## config.mk

```make
export PLATFORM = sky130hd
export DESIGN_NAME = rtc_timebase
export DESIGN_NICKNAME = d
export VERILOG_FILES = /design/src/rtl/rtc_timebase_pkg.sv /design/src/rtl/rtc_prescaler.sv /design/src/rtl/rtc_rate_gen.sv /design/src/rtl/rtc_timebase.sv
export SDC_FILE = /design/constraint.sdc
export NUM_CORES = 1
export LEC_CHECK = 0
export CAP_MARGIN = 30
export CORE_ASPECT_RATIO = 1.2
export CORE_UTILIZATION = 56
export CTS_CLUSTER_DIAMETER = 50
export DETAILED_ROUTE_END_ITERATION = 16
export GPL_TIMING_DRIVEN = 1
export PLACE_DENSITY_LB_ADDON = 0.1
export RECOVER_POWER = 25
export SYNTH_ARGS = -nofsm -noshare
export SYNTH_HDL_FRONTEND = slang
export SYNTH_SLANG_ARGS = --single-unit
```

## constraint.sdc

```tcl
create_clock -name clk -period 2.2 [get_ports clk]
set_input_delay 0.66 -clock clk [delete_from_list [all_inputs] [get_ports clk]]
set_output_delay 0.66 -clock clk [all_outputs]
set_load 0.02 [all_outputs]
```

## src/rtl/rtc_timebase_pkg.sv

```systemverilog
package rtc_timebase_pkg;

    localparam int MODE_W = 3;
    localparam int RATE_W = 4;
    localparam int CTL_W  = MODE_W + RATE_W;

    localparam logic [MODE_W-1:0] MODE_RUN  = 3'b010;
    localparam logic [MODE_W-1:0] MODE_HOLD = 3'b111;

    localparam logic [RATE_W-1:0] RATE_RESET = 4'b0110;
    localparam logic [RATE_W-1:0] RATE_OFF   = 4'b0000;

    typedef struct packed {
        logic [MODE_W-1:0] mode;
        logic [RATE_W-1:0] rate;
    } ctl_t;

    // Low codes 1 and 2 alias onto 8 and 9.
    function automatic logic [RATE_W-1:0] rate_effective(input logic [RATE_W-1:0] code);
        case (code)
            4'd1:    return 4'd8;
            4'd2:    return 4'd9;
            default: return code;
        endcase
    endfunction

endpackage

```

## src/rtl/rtc_prescaler.sv

```systemverilog
module rtc_prescaler
    import rtc_timebase_pkg::*;
#(
    parameter int CNT_W     = 15,
    parameter int UIP_TICKS = 8
) (
    input  logic              clk,
    input  logic              rst_n,
    input  logic              tick,
    input  logic [MODE_W-1:0] mode,
    output logic              adv,
    output logic [CNT_W-1:0]  cnt_next,
    output logic [CNT_W-1:0]  cnt_cur,
    output logic              sec_strobe,
    output logic              uip
);

    localparam logic [CNT_W-1:0] CNT_HALF  = {1'b1, {(CNT_W-1){1'b0}}};
    localparam logic [CNT_W-1:0] CNT_LAST  = {CNT_W{1'b1}};
    localparam logic [CNT_W-1:0] UIP_START = CNT_LAST - CNT_W'(UIP_TICKS - 1);

    typedef struct packed {
        logic [CNT_W-1:0] cnt;
        logic             strobe;
    } pre_state_t;

    pre_state_t st_d, st_q;

    always_comb begin
        st_d   = st_q;
        adv    = tick && (mode == MODE_RUN);
        st_d.strobe = adv && (st_q.cnt == CNT_LAST);
        if (mode == MODE_HOLD) begin
            st_d.cnt = CNT_HALF;
        end else if (adv) begin
            st_d.cnt = st_q.cnt + CNT_W'(1);
        end
    end

    always_ff @(posedge clk) begin
        if (!rst_n) begin
            st_q.cnt    <= CNT_HALF;
            st_q.strobe <= 1'b0;
        end else begin
            st_q <= st_d;
        end
    end

    assign cnt_next   = st_d.cnt;
    assign cnt_cur    = st_q.cnt;
    assign sec_strobe = st_q.strobe;
    assign uip        = (st_q.cnt >= UIP_START);

endmodule

```

## src/rtl/rtc_rate_gen.sv

```systemverilog
module rtc_rate_gen
    import rtc_timebase_pkg::*;
#(
    parameter int CNT_W = 15
) (
    input  logic              clk,
    input  logic              rst_n,
    input  logic [RATE_W-1:0] rate,
    input  logic              adv,
    input  logic [CNT_W-1:0]  cnt_next,
    input  logic              clr,
    output logic              flag
);

    typedef struct packed {
        logic flag;
    } rate_state_t;

    rate_state_t st_d, st_q;
    logic [RATE_W-1:0] eff;
    logic [CNT_W-1:0]  tap_mask;
    logic              event_hit;

    always_comb begin
        st_d      = st_q;
        eff       = rate_effective(rate);
        tap_mask  = (CNT_W'(1) << (eff - 4'd1)) - CNT_W'(1);
        event_hit = adv && (eff != RATE_OFF) && ((cnt_next & tap_mask) == '0);
        st_d.flag = event_hit || (st_q.flag && !clr);
    end

    always_ff @(posedge clk) begin
        if (!rst_n) begin
            st_q.flag <= 1'b0;
        end else begin
            st_q <= st_d;
        end
    end

    assign flag = st_q.flag;

endmodule

```

## src/rtl/rtc_timebase.sv

```systemverilog
module rtc_timebase
    import rtc_timebase_pkg::*;
#(
    parameter int CNT_W     = 15,
    parameter int UIP_TICKS = 8
) (
    input  logic             clk,
    input  logic             rst_n,
    input  logic             tb_tick,
    input  logic             ctl_wr,
    input  logic [CTL_W-1:0] ctl_wdata,
    input  logic             flag_clr,
    output logic             sec_strobe,
    output logic             uip,
    output logic             pf_flag
);

    ctl_t ctl_d, ctl_q;

    logic              adv;
    logic [CNT_W-1:0]  cnt_next;
    logic [CNT_W-1:0]  cnt_cur;
    logic [MODE_W-1:0] dv_cur;
    logic [RATE_W-1:0] rs_cur;

    always_comb begin
        ctl_d = ctl_q;
        if (ctl_wr) begin
            ctl_d = ctl_t'(ctl_wdata);
        end
    end

    always_ff @(posedge clk) begin
        if (!rst_n) begin
            ctl_q.mode <= MODE_RUN;
            ctl_q.rate <= RATE_RESET;
        end else begin
            ctl_q <= ctl_d;
        end
    end

    assign dv_cur = ctl_q.mode;
    assign rs_cur = ctl_q.rate;

    rtc_prescaler #(
        .CNT_W     (CNT_W),
        .UIP_TICKS (UIP_TICKS)
    ) u_pre (
        .clk        (clk),
        .rst_n      (rst_n),
        .tick       (tb_tick),
        .mode       (dv_cur),
        .adv        (adv),
        .cnt_next   (cnt_next),
        .cnt_cur    (cnt_cur),
        .sec_strobe (sec_strobe),
        .uip        (uip)
    );

    rtc_rate_gen #(
        .CNT_W (CNT_W)
    ) u_rate (
        .clk      (clk),
        .rst_n    (rst_n),
        .rate     (rs_cur),
        .adv      (adv),
        .cnt_next (cnt_next),
        .clr      (flag_clr),
        .flag     (pf_flag)
    );

endmodule

```

==> flow_summary.json <==
{
  "crit_slowest_cell": "dfxtp_1",
  "antenna_found_initial": 0,
  "finish.utilization": 0.740,
  "area_growth_syn_to_layout_pct": 22.6,
  "relSlewSlack": 0.593,
  "rsz0062_at_grt": "false",
  "layout-drive-gt1-share": 0.197,
  "synth-seq-cells": 24,
  "io_pins": 15,
  "netlist_instances": 186,
  "yosysWarnings": 0,
  "setup_viol_count_final": 0,
  "max_freq_mhz": 470,
  "drt-pass1-iter-count": 4,
  "status": "finished clean",
  "worst_slack_ns": 0.0732,
  "r2r_start": "rs_cur[2]",
  "cts_tree": "yes",
  "grt_pass1_wl_um": 6510,
  "worst_skew_pair.late_latency_ns": 0.31,
  "synth-seq-area-share": 0.309,
  "p_leak_nw": 0.801,
  "hp-class": "reg2reg",
  "mostFrequentLayoutCells": "buf_4 (23), dfxtp_1 (20), nand2_1 (16)",
  "rows": 20,
  "clockBufferDepth": 2,
  "core_um2": 2580,
  "grt_overflow_total": 0,
  "synth_top_area_share": 0.309,
  "cts.clk_slew.worst_paths_ns": 0.12,
  "place_ws_ns": -0.379,
  "synth_edf_count": 0,
  "cp-startpoint": "u_pre.cnt_cur[9]",
  "grt.total_usage": 0.290,
  "grt_pass1_vias": 1465,
  "clock_skew_ns": 0.00244,
  "r2r-end": "u_rate.flag",
  "fin_nets": 235,
  "endpoint_kind": "output port",
  "crit_arrival_ns": 1.47,
  "r2r_cells": 6,
  "place_inst": 246,
  "totalWireLength_um": 3860,
  "detail-route-antenna-nets": 0,
  "ff2ff_setup_slack_ns": 0.16,
  "yosys.area.top_type": "dfxtp_1",
  "dr_total_vias": 1498,
  "cpPeakStageDelay_ns": 0.36,
  "syn_area_um2": 1560,
  "required_ns": 1.54,
  "finalCritPeriodShare": 0.967,
  "hp-start": "u_pre.cnt_cur[0]",
  "mostFrequentLayoutCell": "buf_4",
  "grt_max_degree": 20,
  "syn_avg_cell_area_um2": 8.36,
  "n_antenna_cell": 0,
  "drt_iter0_markers": 87,
  "numCtsBuffers": 3,
  "maxCapViolations": 0,
  "async_reset_ff_frac": 0,
  "drc": 0,
  "cp-start-kind": "register",
  "period_needed_ns": 2.13,
  "place_congestion": 0.849,
  "power_density_nw_per_um2": 416,
  "path_cells": "nand4_1, nor3_2, and4_1, buf_2",
  "postCtsHoldBufs": 0,
  "tightestPinTransition_ns": 0.610,
  "dieHeight_um": 59.7,
  "die_w_um": 50.1,
  "io_buffers": 14,
  "n_fill_cell": 204,
  "path_class": "reg2out",
  "place_hpwl_um": 2800,
  "yosys.cell_types.count": 48,
  "finalNonFillerCells": 251,
  "die_area_um2": 2990,
  "cp_max_fo": 2,
  "peakVddDrop_uv": 447,
  "cp-endpoint": "uip",
  "h-tree-depth": 1,
  "wl_per_cell_um": 15.4,
  "root_buffer": "clkbuf_4",
  "hold_viol": 0,
  "drv_slew": 0,
  "start_util": 0.603,
  "synth_ff_type": "dfxtp_1",
  "synth_area_leaders": "dfxtp_1 (31%), nor2b_1 (6.0%), mux2i_1 (5.8%)",
  "viasPerCell": 5.97,
  "cts.sinks": 24
}
-- what timing repair did --
action | CTS | global route
setup endpoints to repair | 2 | 1
pin swaps | 0 | 2
cloned | 1 | 0
resized for setup | 10 | 1
buffers inserted | 0 | 1
-- power breakdown --
group	switching [mW]	internal (mW)	leakage, nW
Sequential	0.0205	0.446	0.197
Combinational	0.0700	0.0683	0.590
Clock	0.125	0.0642	0.0138
-- area by class of cell --
cell class,count,area [um^2],area share
Timing Repair Buffer,37,307,0.161
Inverter,7,26.3,0.0138
Sequential cell,24,485,0.255
Multi-Input combinational cell,147,1020,0.537
Tap cell,33,41.3,0.0217
Clock buffer,3,22.5,0.0118
-- registers in the layout, summed over array words and instances (netlist names) --
signal	count
dv_cur	3
rs_cur	4
u_pre.cnt_cur	15
u_pre.sec_strobe	1
u_rate.flag	1
-- worst min-delay path by stage --
stage                             endpoint  depth (start not counted)
after floorplan           u_pre.cnt_cur[0]                          2
after global placement    u_pre.cnt_cur[0]                          2
after detailed placement  u_pre.cnt_cur[0]                          2
after CTS                      u_rate.flag                          2
after global routing           u_rate.flag                          2
final                     u_pre.cnt_cur[0]                          2
-- cells in the mapped netlist, drive strengths merged, types with 2 or more instances --
library cell	n
nand4	3
a31oi	6
mux2i	9
xor2	9
clkbuf	7
nor2b	15
nand2	16
a32oi	2
nor3	6
ha	3
and3	2
dfxtp	24
a21oi	5
nand3	9
inv	7
and4	2
nor4	3
buf	3
xnor2	5
a211oi	2
o21ai	10
nor2	16
nor4b	2
-- critical path, delay by kind of cell, from the launching register on --
family                 cells  cell delay (ns)
and+or+nand+nor            3             0.62
DFF                        1             0.36
buffers and inverters      1             0.17
-- through the flow --
step | hold slack [ns] | cell area [um^2] | TNS, ns | power, mW
2_1_floorplan | 0.471 | 1560 | 0 | 0.561
6_report | 0.525 | 1910 | 0 | 0.793
5_1_grt | 0.560 | 1910 | 0 | 0.828
4_1_cts | 0.524 | 1910 | 0 | 0.799
3_5_place_dp | 0.506 | 1860 | -0.672 | 0.607
3_3_place_gp | 0.498 | 1860 | -0.466 | 0.602
-- cell families after synthesis --
group	synth area share
simple gates	0.326
compound gates	0.154
flops	0.309
buf+inv	0.0475
xor+xnor	0.0788
mux	0.0579
fa+ha+maj	0.0241
other cells	0.00241
-- per-layer routing --
layer  routed length (um)  GRT usage  up-vias  part of all wire
met4                  159      0.143        0             0.041
met1                 1570      0.339      682              0.41
met5                    0          0        -                 0
met2                 1950      0.518       66              0.51
met3                  175     0.0407       23             0.045
li1                     -          -      727                 -
Note: power is estimated with default switching activity, not from simulation.
